$ cat src/rtl/ir_end_pkg.sv
package ir_end_pkg;
  typedef enum logic {
    ST_WAIT_LEADER = 1'b0,
    ST_RECV        = 1'b1
  } rx_state_e;

  localparam int unsigned CLR_MAX_BIT = 0;
  localparam int unsigned CLR_LOW_BIT = 1;
endpackage

$ cat src/rtl/ir_fall_det.sv
module ir_fall_det (
  input  logic clk_i,
  input  logic rst_ni,
  input  logic rx_i,
  output logic fall_o
);
  logic rx_q;

  always_ff @(posedge clk_i or negedge rst_ni) begin
    if (!rst_ni) rx_q <= 1'b1;
    else         rx_q <= rx_i;
  end

  assign fall_o = rx_q & ~rx_i;
endmodule

$ cat src/rtl/ir_tick_timer.sv
module ir_tick_timer #(
  parameter int unsigned W = 8
) (
  input  logic         clk_i,
  input  logic         rst_ni,
  input  logic         clear_i,
  input  logic         run_i,
  input  logic         en_i,
  input  logic [W-1:0] thr_i,
  output logic         hit_o
);
  localparam logic [W-1:0] SAT = {W{1'b1}};

  logic [W-1:0] cnt_q;
  logic [W:0]   cnt_nxt;

  assign cnt_nxt = {1'b0, cnt_q} + 1'b1;

  always_ff @(posedge clk_i or negedge rst_ni) begin
    if (!rst_ni)                      cnt_q <= '0;
    else if (clear_i)                 cnt_q <= '0;
    else if (run_i && cnt_q != SAT)   cnt_q <= cnt_nxt[W-1:0];
  end

  // fires on the tick that brings the count up to the threshold
  assign hit_o = en_i & run_i & ~clear_i & (thr_i != '0) & (cnt_nxt == {1'b0, thr_i});
endmodule

$ cat src/rtl/ir_bit_counter.sv
module ir_bit_counter #(
  parameter int unsigned CNT_W   = 8,
  parameter int unsigned NUM_END = 3
) (
  input  logic                           clk_i,
  input  logic                           rst_ni,
  input  logic                           clear_i,
  input  logic                           inc_i,
  input  logic [NUM_END-1:0][CNT_W-1:0]  end_cnt_i,
  output logic [CNT_W-1:0]               cnt_o,
  output logic                           match_o
);
  localparam logic [CNT_W-1:0] SAT = {CNT_W{1'b1}};

  logic [CNT_W-1:0]   cnt_q;
  logic [NUM_END-1:0] hit;

  always_ff @(posedge clk_i or negedge rst_ni) begin
    if (!rst_ni)                    cnt_q <= '0;
    else if (clear_i)               cnt_q <= '0;
    else if (inc_i && cnt_q != SAT) cnt_q <= cnt_q + 1'b1;
  end

  for (genvar k = 0; k < NUM_END; k++) begin : g_cmp
    assign hit[k] = (end_cnt_i[k] != '0) && (end_cnt_i[k] == cnt_q);
  end

  assign match_o = |hit;
  assign cnt_o   = cnt_q;
endmodule

$ cat src/rtl/ir_rx_end_detect.sv
module ir_rx_end_detect
  import ir_end_pkg::*;
#(
  parameter int unsigned TIME_W  = 8,
  parameter int unsigned CNT_W   = 8,
  parameter int unsigned NUM_END = 3
) (
  input  logic                          clk_i,
  input  logic                          rst_ni,
  input  logic                          rx_i,
  input  logic                          tick_i,
  input  logic                          leader_i,
  input  logic                          max_en_i,
  input  logic                          low_en_i,
  input  logic [TIME_W-1:0]             max_cycle_i,
  input  logic [TIME_W-1:0]             low_width_i,
  input  logic [NUM_END-1:0][CNT_W-1:0] end_cnt_i,
  input  logic [1:0]                    stat_clr_i,
  output logic                          irq_o,
  output logic                          stat_max_o,
  output logic                          stat_low_o,
  output logic                          busy_o,
  output logic [CNT_W-1:0]              bit_cnt_o
);
  rx_state_e state_q;
  logic      recv, fall, armed_q;
  logic      tmr_clear, max_hit, low_hit, match;
  logic      max_end, low_end, good_max;
  logic      irq_q, stat_max_q, stat_low_q;

  assign recv = (state_q == ST_RECV);

  ir_fall_det u_fall (
    .clk_i  (clk_i),
    .rst_ni (rst_ni),
    .rx_i   (rx_i),
    .fall_o (fall)
  );

  // both timers restart on leader, on every falling edge, and idle at zero
  assign tmr_clear = leader_i | fall | ~recv;

  ir_tick_timer #(.W(TIME_W)) u_max_tmr (
    .clk_i   (clk_i),
    .rst_ni  (rst_ni),
    .clear_i (tmr_clear),
    .run_i   (tick_i & recv & armed_q),
    .en_i    (max_en_i),
    .thr_i   (max_cycle_i),
    .hit_o   (max_hit)
  );

  ir_tick_timer #(.W(TIME_W)) u_low_tmr (
    .clk_i   (clk_i),
    .rst_ni  (rst_ni),
    .clear_i (tmr_clear),
    .run_i   (tick_i & recv & ~rx_i),
    .en_i    (low_en_i),
    .thr_i   (low_width_i),
    .hit_o   (low_hit)
  );

  ir_bit_counter #(.CNT_W(CNT_W), .NUM_END(NUM_END)) u_cnt (
    .clk_i     (clk_i),
    .rst_ni    (rst_ni),
    .clear_i   (leader_i),
    .inc_i     (recv & fall & armed_q & ~leader_i),
    .end_cnt_i (end_cnt_i),
    .cnt_o     (bit_cnt_o),
    .match_o   (match)
  );

  // max-cycle wins a same-cycle tie
  assign max_end  = recv & ~leader_i & max_hit;
  assign low_end  = recv & ~leader_i & ~max_hit & low_hit;
  assign good_max = max_end & match;

  always_ff @(posedge clk_i or negedge rst_ni) begin
    if (!rst_ni) begin
      state_q <= ST_WAIT_LEADER;
      armed_q <= 1'b0;
    end else if (leader_i) begin
      state_q <= ST_RECV;
      armed_q <= 1'b0;
    end else if (max_end || low_end) begin
      state_q <= ST_WAIT_LEADER;
      armed_q <= 1'b0;
    end else if (recv && fall) begin
      armed_q <= 1'b1;
    end
  end

  always_ff @(posedge clk_i or negedge rst_ni) begin
    if (!rst_ni) begin
      irq_q      <= 1'b0;
      stat_max_q <= 1'b0;
      stat_low_q <= 1'b0;
    end else begin
      irq_q <= good_max | low_end;
      if (good_max)                     stat_max_q <= 1'b1;
      else if (stat_clr_i[CLR_MAX_BIT]) stat_max_q <= 1'b0;
      if (low_end)                      stat_low_q <= 1'b1;
      else if (stat_clr_i[CLR_LOW_BIT]) stat_low_q <= 1'b0;
    end
  end

  assign irq_o      = irq_q;
  assign stat_max_o = stat_max_q;
  assign stat_low_o = stat_low_q;
  assign busy_o     = recv;
endmodule

$ cat config.mk
export PLATFORM = sky130hd
export DESIGN_NAME = ir_rx_end_detect
export DESIGN_NICKNAME = d
export VERILOG_FILES = /design/src/rtl/ir_end_pkg.sv /design/src/rtl/ir_fall_det.sv /design/src/rtl/ir_tick_timer.sv /design/src/rtl/ir_bit_counter.sv /design/src/rtl/ir_rx_end_detect.sv
export SDC_FILE = /design/constraint.sdc
export NUM_CORES = 1
export LEC_CHECK = 0
export ABC_AREA = 0
export BUFFER_PORTS_ARGS = -buffer_cell sky130_fd_sc_hd__buf_4
export CORE_ASPECT_RATIO = 1.2
export CORE_UTILIZATION = 59
export CTS_BUF_LIST = sky130_fd_sc_hd__clkbuf_2 sky130_fd_sc_hd__clkbuf_4 sky130_fd_sc_hd__clkbuf_8
export DETAILED_ROUTE_END_ITERATION = 12
export HOLD_SLACK_MARGIN = 0.08
export PLACE_DENSITY_LB_ADDON = 0.25
export SYNTH_ARGS = -nofsm -noshare
export SYNTH_HDL_FRONTEND = slang
export SYNTH_SLANG_ARGS = --single-unit
$ cat constraint.sdc
create_clock -name clk_i -period 5.5 [get_ports clk_i]
set_input_delay 0.275 -clock clk_i [delete_from_list [all_inputs] [get_ports clk_i]]
set_output_delay 0.275 -clock clk_i [all_outputs]
set_load 0.01 [all_outputs]
==> qor.yml <==
drt-pass1-iter-count: 4
path_cells: "ha_1 > xor2_1 > xnor2_1 > nand4_1 > or4_4 > a31o_1"
grt.total_usage_pct: 29.4
grt_max_degree: 31
avgSynthCellArea_sq_um: 9.05
utilization_pct: 77.6
viasPerCell: 5.86
synth-compound-area-share_pct: 13.3
tightest_slew_ns: 0.543
whs_ns: 0.131
die_area_sq_um: 4280
drive_above_1_share_pct: 26.2
finalNetCount: 364
seq_area_frac_synth_pct: 31.7
ys_top_cells_by_area: "dfrtp_1 (31%), xor2_1 (11%), xnor2_1 (10%)"
synth_fp_nets: 314
sw_frac_of_total_pct: 25.0
maxClockFrequency_ghz: 0.433
timing.final.crit_period_ns: 2.31
drt-total-wl_mm: 5.68
startpoint_type: "register"
drv_cap: 0
synth_fa_ha_area_share_pct: 2.01
drv_slew: 0
clockRootBuffer: "clkbuf_8"
cpPeakStageDelay_ns: 0.54
start_util_pct: 63.7
arrival_ns: 2.49
fin_tns_setup_ns: 0
crit_path_end_kind: "register"
combPwrFrac_pct: 15.8
die_height_microns: 71.4
cp_data_required_time_ns: 5.68
port_buffers: 60
fin_skew_ns: 0.00440
synth-simple-area-share_pct: 23.9
yosys_warnings: 0
cts_tree: "yes"
setup_viol: 0
synth_xor_area_share_pct: 21.1
dominantRegCellSynth: "dfrtp_1"
gp_congestion: 0.922
clk_latency_ns: 0.29
grt_pass1_vias: 2235
synth_top_area_share_pct: 30.6
die_w_microns: 59.9
crit_fanout: 9
area_growth_pct: 21.8
p_switching_mw: 0.123
rsz0062_at_grt: "no"
synth_top_family_by_area: "simple AND/OR/NAND/NOR gates"
hold_path_class: "in -> reg"
cts_buffers: 5
synth_area_leader_cell: "dfrtp_1"
wire_per_inst_microns: 15.6
path_clk_slew_ns: 0.06
vias: 2140
drt_iter0_markers: 61
ios: 61
synth_cell_type_count: 52
ir_worst_vdd_v: 0.000150
antenna_left: 0
cts_setup_buffers: 0
core_area_sq_um: 3720
finalCritPeriodShare_pct: 42.0
rows: 24
grt_pass1_wl_mm: 9.49
overflow: 0
synthMuxAreaShare_pct: 2.11
antenna_found_initial: 0
synth_seq_cells: 30
pwr-share-clk_pct: 38.3
antenna_cells: 0
seqPwrFrac_pct: 45.9
status: "complete, no violations"
intPower_mw: 0.370
relSlewSlack_pct: 63.7
crit_type: "reg -> reg"
drc: 0
p_per_area_nw_per_um2: 171
dpl.hpwl_mm: 4.47
leakage_nw: 1.26
async_flop_share_pct: 100
synth_area_sq_um: 2370
hold_viol_final: 0
htreeDepth: 2
cts_buffer_depth: 2
syn_inst: 262
cts_num_sinks: 30
slowest_stage: "or4_4"
synth_edf_count: 0
-- synthesized netlist by cell type (2+ instances only) --
cell       count
buf_4          5
xnor2_1       27
inv_1         10
nor2b_1        2
a21oi_1        7
a2111oi_0      2
nand4b_1       2
nor2_1        28
dfrtp_1       29
clkbuf_1       9
nor4_1        10
nand2b_1       2
o2111ai_1      2
o21a_1         2
a31o_2         2
ha_1           3
nand2_1       14
and3_1         6
o211ai_1       4
nor4b_1        2
xor2_1        30
nand4_1        8
nor3_1         9
o22ai_1        4
nand3_1        8
mux2i_1        5
nand3b_1       2
a2111oi_2      2
buf_2          2
buf_6          2
-- power by group through the flow --
stage / Combinational (mW) / Clock, mW / Sequential (mW)
3_5_place_dp: 0.0769 / 0 / 0.231
6_report: 0.0777 / 0.189 / 0.227
2_1_floorplan: 0.0357 / 0 / 0.229
4_1_cts: 0.0780 / 0.191 / 0.227
3_3_place_gp: 0.0747 / 0 / 0.230
5_1_grt: 0.0840 / 0.205 / 0.227
-- repair_timing --
item                                   CTS  global route
resized for setup                        0             0
endpoints found under the hold margin   29             0
hold buffers                             1             0
-- through the flow --
step / std cells / worst slack [ns] / power [mW] / cell area, sq um
floorplan: 262 / 3.50 / 0.264 / 2370
global placement: 356 / 3.31 / 0.305 / 2780
detailed placement: 356 / 3.22 / 0.307 / 2780
CTS: 365 / 3.19 / 0.496 / 2890
global route: 365 / 3.01 / 0.516 / 2890
finish: 365 / 3.19 / 0.493 / 2890
-- registers in the layout, indices dropped and copies added, names as in the netlist --
name and count:
u_low_tmr.cnt_q 8, u_cnt.cnt_o 8, u_fall.rx_q 1, stat_max_o 1
stat_low_o 1, u_max_tmr.cnt_q 8, armed_q 1, busy_o 1
irq_o 1
-- logic make-up (layout without fill, tap and decap cells) --
| logic type | after synthesis | count (layout) |
|---|---|---|
| and+or+nand+nor | 102 | 102 |
| buffers and inverters | 28 | 79 |
| adders and majority gates | 4 | 4 |
| muxes | 5 | 5 |
| DFF | 30 | 30 |
| xor gates and xnor gates | 57 | 57 |
| AOI/OAI and AO/OA | 36 | 36 |
-- worst paths after layout --
check / slack [ns] / end / startpoint / depth (start not counted)
max: 3.19 / busy_o$_DFFE_PN0P_ / u_max_tmr.cnt_q[0]$_DFFE_PN0P_ / 6
min: 0.13 / u_fall.rx_q$_DFF_PN1_ / rx_i / 1
max reg2reg: 3.19 / busy_o$_DFFE_PN0P_ / u_max_tmr.cnt_q[0]$_DFFE_PN0P_ / 6
min reg2reg: 0.56 / stat_low_o$_DFFE_PN0P_ / stat_low_o$_DFFE_PN0P_ / 2
max in group asynchronous: 4.73 / u_fall.rx_q$_DFF_PN1_ / rst_ni / 2
min in group asynchronous: 0.45 / u_low_tmr.cnt_q[5]$_DFFE_PN0P_ / rst_ni / 2
-- area by class of cell --
cell class	instances	area, sq um
Clock buffer	7	90.1
Clock inverter	1	5.00
Fill cell	311	836
Inverter	10	37.5
Multi-Input combinational cell	204	1480
Sequential cell	30	752
Tap cell	52	65.1
Timing Repair Buffer	61	460
-- placed cells by master, fill, tap and decap left out, types with 3 or more instances in the layout --
cell type  instances
xnor2_1           27
o211ai_1           4
nand3_1            8
inv_1             10
xor2_1            30
a21oi_1            7
buf_4             60
and3_1             6
nor4_1            10
dfrtp_1           29
mux2i_1            5
nand4_1            8
nor2_1            28
nor3_1             9
o22ai_1            4
ha_1               3
clkbuf_8           6
nand2_1           14
-- worst max-delay path, delay by kind of cell, from the launching register on --
family,cells,cell delay [ns]
xor gates and xnor gates,2,0.38
and+or+nand+nor,2,0.67
AOI/OAI and AO/OA,1,0.22
DFF,1,0.49
adders and majority gates,1,0.43
-- metal layers --
layer  global-route usage (%)  part of all wire [%]  up-vias  routed length, microns
met2                     52.8                    53       63                    3030
met5                        0                     0        -                       0
met4                     13.4                   2.5        0                     142
met1                     31.1                    40     1031                    2290
li1                         -                     -     1029                       -
met3                     7.58                   3.9       17                     219
Power figures use the tool's default switching activity.
